===== config.mk =====
export PLATFORM = sky130hd
export DESIGN_NAME = sdram_pd_ctrl
export DESIGN_NICKNAME = d
export VERILOG_FILES = /design/src/rtl/sdram_pd_pkg.sv /design/src/rtl/pd_idle_timer.sv /design/src/rtl/pd_delay_timer.sv /design/src/rtl/pd_fsm.sv /design/src/rtl/sdram_pd_ctrl.sv
export SDC_FILE = /design/constraint.sdc
export NUM_CORES = 1
export LEC_CHECK = 0
export ABC_CLOCK_PERIOD_IN_PS = 3710
export BUFFER_PORTS_ARGS = -buffer_cell sky130_fd_sc_hd__clkbuf_2
export CORE_ASPECT_RATIO = 1.25
export CORE_UTILIZATION = 54
export CTS_BUF_LIST = sky130_fd_sc_hd__clkbuf_4 sky130_fd_sc_hd__clkbuf_8
export CTS_CLUSTER_DIAMETER = 30
export DETAILED_ROUTE_END_ITERATION = 6
export GPL_ROUTABILITY_DRIVEN = 1
export HOLD_SLACK_MARGIN = 0.15
export PLACE_DENSITY = 0.87
export SLEW_MARGIN = 20
export SYNTH_ARGS = -nofsm -noshare
export SYNTH_HDL_FRONTEND = slang
export SYNTH_SLANG_ARGS = --single-unit
export TNS_END_PERCENT = 10

===== constraint.sdc =====
create_clock -name clk -period 3.71 [get_ports clk]
set_input_delay 0 -clock clk [delete_from_list [all_inputs] [get_ports clk]]
set_output_delay 0 -clock clk [all_outputs]
set_load 0.005 [all_outputs]

===== src/rtl/sdram_pd_pkg.sv =====
package sdram_pd_pkg;

    typedef enum logic [2:0] {
        ST_CONFIG   = 3'd0,
        ST_READY    = 3'd1,
        ST_ACT_PD   = 3'd2,
        ST_PRE_PD   = 3'd3,
        ST_PD_EXIT  = 3'd4,
        ST_SR_ENTER = 3'd5,
        ST_SR       = 3'd6,
        ST_SR_EXIT  = 3'd7
    } pd_state_e;

    typedef enum logic [1:0] {
        STS_CONFIG    = 2'd0,
        STS_ACTIVE    = 2'd1,
        STS_LOW_POWER = 2'd2
    } pd_status_e;

endpackage


===== src/rtl/pd_idle_timer.sv =====
module pd_idle_timer #(
    parameter int IW = 8
) (
    input  logic          clk,
    input  logic          rst_n,
    input  logic          run,
    input  logic          idle,
    input  logic          arm,
    input  logic [IW-1:0] period,
    output logic          expired
);
    logic [IW-1:0] cnt_q;

    // Count consecutive idle edges in READY; any break clears the count.
    always_ff @(posedge clk) begin
        if (!rst_n) begin
            cnt_q <= '0;
        end else if (!run || !idle || !arm) begin
            cnt_q <= '0;
        end else if (cnt_q != period) begin
            cnt_q <= cnt_q + IW'(1);
        end
    end

    always_comb begin
        expired = run && idle && arm && (period != '0) &&
                  (cnt_q == period - IW'(1));
    end

endmodule


===== src/rtl/pd_delay_timer.sv =====
module pd_delay_timer #(
    parameter int TW = 6
) (
    input  logic          clk,
    input  logic          rst_n,
    input  logic          load,
    input  logic [TW-1:0] load_val,
    output logic          done
);
    logic [TW-1:0] cnt_q;

    always_ff @(posedge clk) begin
        if (!rst_n) begin
            cnt_q <= '0;
        end else if (load) begin
            cnt_q <= load_val;
        end else if (cnt_q != '0) begin
            cnt_q <= cnt_q - TW'(1);
        end
    end

    // Done on the last cycle of the window; a value of 0 behaves as 1.
    always_comb begin
        done = (cnt_q <= TW'(1));
    end

endmodule


===== src/rtl/pd_fsm.sv =====
module pd_fsm
    import sdram_pd_pkg::*;
#(
    parameter int TW = 6
) (
    input  logic          clk,
    input  logic          rst_n,
    input  logic          pwrup_sr,
    input  logic          cfg_done,
    input  logic          pd_expired,
    input  logic          cmd_fifo_empty,
    input  logic          row_open,
    input  logic          sr_req,
    input  logic          sr_exit_req,
    input  logic          dly_done,
    input  logic [TW-1:0] t_xp,
    input  logic [TW-1:0] t_esr,
    input  logic [TW-1:0] t_xsr,
    output pd_state_e     state,
    output logic          dly_load,
    output logic [TW-1:0] dly_val,
    output logic          timer_run,
    output logic          cke,
    output logic          cmd_ok,
    output pd_status_e    status
);
    pd_state_e state_q;
    pd_state_e state_d;

    // State register: the reset target depends on the retention strap.
    always_ff @(posedge clk) begin
        if (!rst_n) begin
            state_q <= pwrup_sr ? ST_SR : ST_CONFIG;
        end else begin
            state_q <= state_d;
        end
    end

    always_comb begin
        state_d = state_q;
        unique case (state_q)
            ST_CONFIG:   if (cfg_done) state_d = ST_READY;
            ST_READY: begin
                if (sr_req)          state_d = ST_SR_ENTER;
                else if (pd_expired) state_d = row_open ? ST_ACT_PD : ST_PRE_PD;
            end
            ST_ACT_PD,
            ST_PRE_PD:   if (!cmd_fifo_empty) state_d = ST_PD_EXIT;
            ST_PD_EXIT:  if (dly_done) state_d = ST_READY;
            ST_SR_ENTER: if (dly_done) state_d = ST_SR;
            ST_SR:       if (sr_exit_req) state_d = ST_SR_EXIT;
            ST_SR_EXIT:  if (dly_done) state_d = ST_READY;
            default:     state_d = ST_CONFIG;
        endcase
    end

    // One shared delay counter, loaded on entry to any timed state.
    always_comb begin
        dly_load = 1'b0;
        dly_val  = '0;
        if (state_d != state_q) begin
            unique case (state_d)
                ST_PD_EXIT:  begin dly_load = 1'b1; dly_val = t_xp;  end
                ST_SR_ENTER: begin dly_load = 1'b1; dly_val = t_esr; end
                ST_SR_EXIT:  begin dly_load = 1'b1; dly_val = t_xsr; end
                default:     begin dly_load = 1'b0; dly_val = '0;    end
            endcase
        end
    end

    // Output decode from the registered state.
    always_comb begin
        state     = state_q;
        timer_run = (state_q == ST_READY);
        cke       = 1'b1;
        cmd_ok    = 1'b0;
        status    = STS_ACTIVE;
        unique case (state_q)
            ST_CONFIG:   begin cmd_ok = 1'b1; status = STS_CONFIG; end
            ST_READY:    begin cmd_ok = 1'b1; end
            ST_ACT_PD,
            ST_PRE_PD,
            ST_SR_ENTER,
            ST_SR:       begin cke = 1'b0; status = STS_LOW_POWER; end
            ST_PD_EXIT,
            ST_SR_EXIT:  begin cke = 1'b1; end
            default:     begin cke = 1'b1; end
        endcase
    end

    assert_act_pd_row_R4: assert property (@(posedge clk) disable iff (!rst_n)
        (state_q == ST_ACT_PD && $past(state_q) == ST_READY) |-> $past(row_open));

    assert_pre_pd_row_R4: assert property (@(posedge clk) disable iff (!rst_n)
        (state_q == ST_PRE_PD && $past(state_q) == ST_READY) |-> !$past(row_open));

    assert_wake_on_cmd_R6: assert property (@(posedge clk) disable iff (!rst_n)
        ((state_q == ST_ACT_PD || state_q == ST_PRE_PD) && !cmd_fifo_empty)
        |=> (state_q == ST_PD_EXIT && cke));

    assert_xp_hold_R7: assert property (@(posedge clk) disable iff (!rst_n)
        (state_q == ST_PD_EXIT && !dly_done) |=> (state_q == ST_PD_EXIT && !cmd_ok));

    assert_esr_hold_R8: assert property (@(posedge clk) disable iff (!rst_n)
        (state_q == ST_SR_ENTER && !dly_done) |=> state_q == ST_SR_ENTER);

    assert_sr_exit_R9: assert property (@(posedge clk) disable iff (!rst_n)
        (state_q == ST_SR && sr_exit_req) |=> (state_q == ST_SR_EXIT && cke));

endmodule


===== src/rtl/sdram_pd_ctrl.sv =====
module sdram_pd_ctrl
    import sdram_pd_pkg::*;
#(
    parameter int IW = 8,
    parameter int TW = 6
) (
    input  logic          clk,
    input  logic          rst_n,
    input  logic          pwrup_sr,
    input  logic          cfg_done,
    input  logic          auto_pd_en,
    input  logic [IW-1:0] idle_period,
    input  logic [TW-1:0] t_xp,
    input  logic [TW-1:0] t_esr,
    input  logic [TW-1:0] t_xsr,
    input  logic          cmd_fifo_empty,
    input  logic          rd_fifo_empty,
    input  logic          cmd_dly_done,
    input  logic          row_open,
    input  logic          sr_req,
    input  logic          sr_exit_req,
    output logic          cke,
    output logic          cmd_ok,
    output logic [2:0]    pd_state,
    output logic [1:0]    pd_status
);
    logic          idle;
    logic          pd_expired;
    logic          timer_run;
    logic          dly_load;
    logic [TW-1:0] dly_val;
    logic          dly_done;
    pd_state_e     fsm_state;
    pd_status_e    fsm_status;

    assign idle      = cmd_fifo_empty && rd_fifo_empty && cmd_dly_done;
    assign pd_state  = fsm_state;
    assign pd_status = fsm_status;

    pd_idle_timer #(.IW(IW)) u_idle (
        .clk     (clk),
        .rst_n   (rst_n),
        .run     (timer_run),
        .idle    (idle),
        .arm     (auto_pd_en),
        .period  (idle_period),
        .expired (pd_expired)
    );

    pd_delay_timer #(.TW(TW)) u_dly (
        .clk      (clk),
        .rst_n    (rst_n),
        .load     (dly_load),
        .load_val (dly_val),
        .done     (dly_done)
    );

    pd_fsm #(.TW(TW)) u_fsm (
        .clk            (clk),
        .rst_n          (rst_n),
        .pwrup_sr       (pwrup_sr),
        .cfg_done       (cfg_done),
        .pd_expired     (pd_expired),
        .cmd_fifo_empty (cmd_fifo_empty),
        .row_open       (row_open),
        .sr_req         (sr_req),
        .sr_exit_req    (sr_exit_req),
        .dly_done       (dly_done),
        .t_xp           (t_xp),
        .t_esr          (t_esr),
        .t_xsr          (t_xsr),
        .state          (fsm_state),
        .dly_load       (dly_load),
        .dly_val        (dly_val),
        .timer_run      (timer_run),
        .cke            (cke),
        .cmd_ok         (cmd_ok),
        .status         (fsm_status)
    );

    assert_pd_needs_idle_R2: assert property (@(posedge clk) disable iff (!rst_n)
        ((fsm_state == ST_ACT_PD || fsm_state == ST_PRE_PD) && $past(fsm_state) == ST_READY)
        |-> $past(idle && auto_pd_en && idle_period != '0));

    assert_no_pd_when_off_R5: assert property (@(posedge clk) disable iff (!rst_n)
        (fsm_state == ST_READY && (!auto_pd_en || idle_period == '0))
        |=> (fsm_state != ST_ACT_PD && fsm_state != ST_PRE_PD));

endmodule


Word-level counts from Yosys, hierarchy flattened
Cells that the tools add are included.

Register bits: 17. Input port bits: 37. Output and inout bits: 7. Logic and storage cells: 62.

$add $sub $neg: 3. $lt $le $gt $ge: 1. Equality and inequality tests: 13. Muxes and demuxes: 20. Bitwise logic cells: 1. Reductions and logical operators: 21.

Operator list (count): two-way mux 3 bit (9); equality test 3 bit (second input constant) (7); two-way mux 6 bit (3); case mux 3 bit (6 select lines) (1); case mux 6 bit (3 select lines) (1); adder 8 x 1 -> 8 bit (second input constant) (1); equality test 8 bit (1); inequality test 8 bit (1); nonzero test 8 bit (1); OR reduction 2 bit (4); subtractor 8 x 1 -> 8 bit (second input constant) (1); equality test 3 x 2 -> 1 bit (second input constant) (2); less-or-equal comparator 6 x 1 -> 1 bit (second input constant) (1); logical AND 1 bit (6); nonzero test 6 bit (1); subtractor 6 x 1 -> 6 bit (second input constant) (1); two-way mux 1 bit (5); case mux 2 bit (2 select lines) (1); OR reduction 4 bit (1); equality test 3 x 1 -> 1 bit (second input constant) (1); logical NOT 1 bit (3); logical NOT 3 bit (1); inequality test 3 bit (1); OR reduction 3 bit (1); 3 further kinds (4).

Longest topological paths before layout
Word-level depth: 14. Depth in mapped cells: 10. Mapped depth without buffers: 9.

Modules after synthesis
A second synthesis with hierarchy kept.

Cell total of the unflattened synthesis: 220. Area, all modules: 1779.2 µm².

By module, submodules not included: pd_idle_timer (times used 1, cells an instance 103, area an instance 815.8 µm², sequential area each 160.2 µm²); pd_fsm (times used 1, cells an instance 76, area an instance 578.1 µm², sequential area each 60.1 µm²); pd_delay_timer (times used 1, cells an instance 40, area an instance 379.1 µm², sequential area each 120.1 µm²); sdram_pd_ctrl (times used 1, cells an instance 1, area an instance 6.3 µm², sequential area each 0.0 µm²).

Worst setup path before layout
No wires, ideal clock.

Path type: reg-to-reg. From: register u_dly.cnt_q[0]. To: register u_dly.cnt_q[3]. Library setup time: 0.122 ns. Arrival: 2.219 ns. Data required time: 3.588 ns. Slack: 1.369 ns. Stages on the path, launching flop included: 11. Buffers on the path: 1. Period minus slack after synthesis: 2.341 ns. Path through: dfxtp_1 -> inv_1 -> ha_1 -> o21ba_2 -> and3_1 -> o211ai_1 -> and3_1 -> buf_4 -> a21bo_4 -> a22o_1 -> a221o_1.

Longest elaborated chain between the ends: 8. Elaborated cells between the ends (all ways): 18. Those cells by class: add/sub: 1; order compare: 1; eq/ne: 4; mux: 9; reduce/logical: 3.

Ends and longest elaborated chain: start: declaration (RTL line pd_delay_timer.sv:10) `logic [TW-1:0] cnt_q;`; start signal: assignment (RTL line pd_delay_timer.sv:16) `cnt_q <= load_val;`; start signal: assignment (RTL line pd_delay_timer.sv:18) `cnt_q <= cnt_q - TW'(1);`; less-or-equal comparator 6 x 1 -> 1 bit (RTL line pd_delay_timer.sv:24) `done = (cnt_q <= TW'(1));`; two-way mux 3 bit, on equally long branches (RTL line pd_fsm.sv:49, pd_fsm.sv:52, pd_fsm.sv:50); case mux 3 bit (6 select lines) (RTL line pd_fsm.sv:41) `unique case (state_q)`; equality test 3 bit (RTL line pd_fsm.sv:62) `unique case (state_d)`; OR reduction 3 bit (no source line); two-way mux 1 bit (RTL line pd_fsm.sv:62); two-way mux 1 bit (RTL line pd_fsm.sv:61) `if (state_d != state_q) begin`; two-way mux 6 bit or nonzero test 2 bit (tied branches).

Parallel ways exist; a longest one is shown, timed or not. The select of a mux whose other input is x is not followed. A chain may end at the register's enable or synchronous reset.

Worst setup path in the final report
From: register u_dly.cnt_q[0]. To: register u_dly.cnt_q[5].

Same word-level chain as after synthesis.

==> impl_table.tex <==
\begin{tabular}{lr}
\hline
Metric & Value \\
\hline
\multicolumn{2}{l}{\textbf{Run status}} \\
\quad Outcome & finished clean \\
\multicolumn{2}{l}{\textbf{Layout}} \\
\quad Leading cell types in the layout, fill and taps excluded & 43 x sky130\_fd\_sc\_hd\_\_clkbuf\_2, 23 x sky130\_fd\_sc\_hd\_\_nor2\_1, 17 x sky130\_fd\_sc\_hd\_\_dfxtp\_1, 16 x sky130\_fd\_sc\_hd\_\_dlygate4sd3\_1, 15 x sky130\_fd\_sc\_hd\_\_nand2\_1 \\
\quad Final core utilization & 72.48\% \\
\quad Number of diodes added for antenna fixing & 0 \\
\quad Non-filler cells, final & 295 \\
\quad Layout area overhead & 24.55\% \\
\quad Most common cell after layout, fill and taps aside & sky130\_fd\_sc\_hd\_\_clkbuf\_2 \\
\quad Final \#Nets & 303 \\
\quad Fraction of layout cells with a size suffix above 1 & 22.61\% \\
\quad Summed area of non-filler cells in the final layout & 0.001981 mm² \\
\multicolumn{2}{l}{\textbf{Place}} \\
\quad Global placement routability congestion & 0.8782 \\
\quad Placed wire-length estimate after detailed placement & 3075 µm \\
\quad Number of cells after detailed placement & 275 \\
\quad IO Port Bufs & 43 \\
\quad Post-placement worst setup slack & 1.142 ns \\
\quad Total placed instance area & 0.001793 mm² \\
\multicolumn{2}{l}{\textbf{Clocking}} \\
\quad Cts bufs inserted & 3 \\
\quad Worst-Skew Late Latency & 0.30 ns \\
\quad Cell chosen for the clock root & sky130\_fd\_sc\_hd\_\_clkbuf\_4 \\
\quad Clock transition at path regs & 0.12 ns \\
\quad Setup repair bufs after CTS & 0 \\
\quad TritonCTS clock tree & yes \\
\quad H-tree levels & 1 \\
\quad Sink Count & 17 \\
\quad Maximum buffer depth of the clock tree & 2 \\
\multicolumn{2}{l}{\textbf{Yosys}} \\
\quad Avg Cell Area, Syn & 7.646 µm² \\
\quad Cell taking the most area after synthesis & sky130\_fd\_sc\_hd\_\_dfxtp\_1 \\
\quad Flops \& latches, synth & 17 \\
\quad Async SR Flop Fraction & 0\% \\
\quad Share of the synthesized area in the top cell type & 21.40\% \\
\quad Count of flip-flops with a built-in enable after synthesis & 0 \\
\quad Synth Warn \# & 0 \\
\quad Number of instances in the synthesized netlist & 208 \\
\quad Dominant cells by area after synthesis & sky130\_fd\_sc\_hd\_\_dfxtp\_1 21\%, sky130\_fd\_sc\_hd\_\_xor2\_1 7.2\%, sky130\_fd\_sc\_hd\_\_nor2\_1 5.4\% \\
\quad Syn Std Cell Area & 0.001590 mm² \\
\quad Portion of the post-synthesis area used by sequential elements & 21.40\% \\
\quad Distinct cells, synth & 56 \\
\quad Synth Net Count & 249 \\
\quad Main synth FF type & sky130\_fd\_sc\_hd\_\_dfxtp\_1 \\
\multicolumn{2}{l}{\textbf{STA}} \\
\quad Slew at the pin closest to its max-slew limit & 0.8134 ns \\
\quad Worst slew margin relative to its limit & 45.28\% \\
\quad Period utilization & 87.13\% \\
\quad Final critical delay including setup and external delays & 3.233 ns \\
\quad Worst hold margin & 0.2126 ns \\
\quad Worst clock skew & 0.006743 ns \\
\quad Number of endpoints with negative hold slack in the final report & 0 \\
\quad RSZ-0062 raised after global routing & false \\
\quad Post-route worst setup slack & 0.4775 ns \\
\quad Final setup violating endpoints & 0 \\
\quad Maximum frequency from static timing analysis & 0.3094 GHz \\
\quad Accumulated negative setup slack & 0 ns \\
\quad Max-slew violation count & 0 \\
\multicolumn{2}{l}{\textbf{Drt}} \\
\quad Detailed-route DRC error count & 0 \\
\quad WL final & 4327 µm \\
\quad Via count of the routed design & 1741 \\
\quad Post-detailed-route via-to-cell ratio & 5.902 \\
\quad Detailed-route wire length per cell & 14.67 µm \\
\quad Remaining number of nets flagged by the antenna check after routing & 0 \\
\quad First-pass iteration count of the detailed router & 4 \\
\quad Number of DRC violations after detailed-routing iteration 0 & 72 \\
\multicolumn{2}{l}{\textbf{Critical path}} \\
\quad Cell repeated most along the worst path & sky130\_fd\_sc\_hd\_\_and3\_1 \\
\quad Crit path required time & 3.91 ns \\
\quad Nature of the critical path startpoint & flip-flop \\
\quad Cells along the critical path & inv\_1 -> ha\_1 -> o21ba\_2 -> and3\_1 -> o211ai\_1 -> and3\_1 -> a21bo\_4 -> a22o\_1 -> a221o\_1 -> dlygate4sd3\_1 \\
\quad Worst Setup Path Type & reg2reg \\
\quad Worst EP arrival & 3.43 ns \\
\quad Critical Path Sink Type & flip-flop \\
\quad Slowest cell delay on critical path & 0.56 ns \\
\quad Top fanout value on the critical path & 7 \\
\quad Critical Path Slowest Stage Cell & sky130\_fd\_sc\_hd\_\_dlygate4sd3\_1 \\
\multicolumn{2}{l}{\textbf{Pwr}} \\
\quad Power per Cell Area & 539.6 mW/mm² \\
\quad Largest voltage drop on the vdd net & 0.0003801 V \\
\quad Leakage power summed over all cells & 0.8438 nW \\
\quad Pwr Total & 1.069 mW \\
\multicolumn{2}{l}{\textbf{Die}} \\
\quad Number of ports placed on the die boundary & 44 \\
\quad Chip height & 62.68 µm \\
\quad Starting density of the core & 58.20\% \\
\quad Horizontal die dimension & 50.54 µm \\
\quad \# rows & 21 \\
\quad Standard cell core area & 0.002733 mm² \\
\quad Die area & 0.003168 mm² \\
\multicolumn{2}{l}{\textbf{Global route}} \\
\quad Total routing usage reported by global routing & 28.27\% \\
\quad Wire length of the first global-routing pass & 6989 µm \\
\quad GRT busiest layer & met2 \\
\quad GR Util met3 & 4.380\% \\
\quad Number of global-route vias before repair & 1688 \\
\quad Met1 demand-to-capacity share in global routing & 29.82\% \\
\quad Met2 track demand over resource & 51.67\% \\
\quad Number of antenna violations at the first check in global routing & 0 \\
\quad Total global routing overflow & 0 \\
\quad Pin count of the biggest net entering global routing & 16 \\
\multicolumn{2}{l}{\textbf{Run}} \\
\quad Max Cap Violations & 0 \\
\multicolumn{2}{l}{\textbf{Min path}} \\
\quad Type of the tightest min-delay check & in2reg \\
\hline
\end{tabular}
[state kept, by name, indices dropped and copies added, names as in the netlist]
register and flops:
u_idle.cnt_q 8, u_dly.cnt_q 6, u_fsm.state 3
[cell usage after synthesis (3+ instances only)]
library cell,number
sky130_fd_sc_hd__o21ai_0,8
sky130_fd_sc_hd__nor2_1,23
sky130_fd_sc_hd__buf_2,5
sky130_fd_sc_hd__xor2_1,13
sky130_fd_sc_hd__ha_1,4
sky130_fd_sc_hd__a22o_1,3
sky130_fd_sc_hd__dfxtp_1,17
sky130_fd_sc_hd__clkbuf_1,3
sky130_fd_sc_hd__nor4_1,3
sky130_fd_sc_hd__o21ai_1,4
sky130_fd_sc_hd__nand2b_1,6
sky130_fd_sc_hd__and3_1,5
sky130_fd_sc_hd__mux2i_1,3
sky130_fd_sc_hd__inv_1,13
sky130_fd_sc_hd__nand4_1,4
sky130_fd_sc_hd__a31oi_1,3
sky130_fd_sc_hd__o211ai_1,3
sky130_fd_sc_hd__xnor2_1,9
sky130_fd_sc_hd__nand2_1,15
sky130_fd_sc_hd__nand3_1,5
sky130_fd_sc_hd__nor3_1,9
sky130_fd_sc_hd__a21oi_1,8
sky130_fd_sc_hd__a221o_1,3
[per-layer routing]
metal | wire length (µm) | share of wire (%)
met4 | 150 | 3.5
met5 | 0 | 0
met1 | 1684 | 39
met3 | 220 | 5.1
met2 | 2271 | 52
[report_power, final]
| part | internal [mW] | total, mW | switching, mW |
|---|---|---|---|
| combinational | 0.336 | 0.678 | 0.342 |
| sequential | 0.220 | 0.283 | 0.0629 |
| clock | 0.0402 | 0.109 | 0.0683 |
| total | 0.596 | 1.07 | 0.473 |
[worst paths after layout]
check                           slack, ns             from  cells after the start               to
worst max-delay path                 0.48   u_dly.cnt_q[0]                     10   u_dly.cnt_q[5]
worst min-delay path                 0.21       auto_pd_en                      4  u_idle.cnt_q[7]
worst max register to register       0.48   u_dly.cnt_q[0]                     10   u_dly.cnt_q[5]
worst min register to register       0.60  u_idle.cnt_q[7]                      2  u_idle.cnt_q[7]
[cells by family (layout without fill, tap and decap cells)]
group                      Yosys count  count (layout)  synth area share, %
muxes                                3               3                1.888
AOI/OAI and AO/OA                   50              50                23.61
adders and majority gates            4               4                3.147
buffers and inverters               23              76                6.530
and+or+nand+nor                     89              89                31.31
xor gates and xnor gates            22              22                12.12
DFF                                 17              17                21.40
[cell type report]
cell class	instances	area, µm²
Multi-Input combinational cell	168	1146
Fill cell	216	752.0
Clock buffer	3	22.52
Inverter	13	48.80
Timing Repair Buffer	59	375.4
Tap cell	34	42.54
Sequential cell	17	340.3
Clock inverter	1	5.005
[critical path: cells and delay by family, from the launching register on]
kind / cells / cell delay [ns]
flip-flops: 1 / 0.40
AO/OA/AOI/OAI: 5 / 1.27
adder cells (fa/ha/maj): 1 / 0.23
buffers and inverters: 2 / 0.65
AND/OR/NAND/NOR: 2 / 0.57
[timing repair]
item / CTS / global route
endpoints found under the hold margin: 9 / 0
gates resized for setup: 0 / 0
hold buffers: 16 / 0
Note: power is estimated with default switching activity, not from simulation.
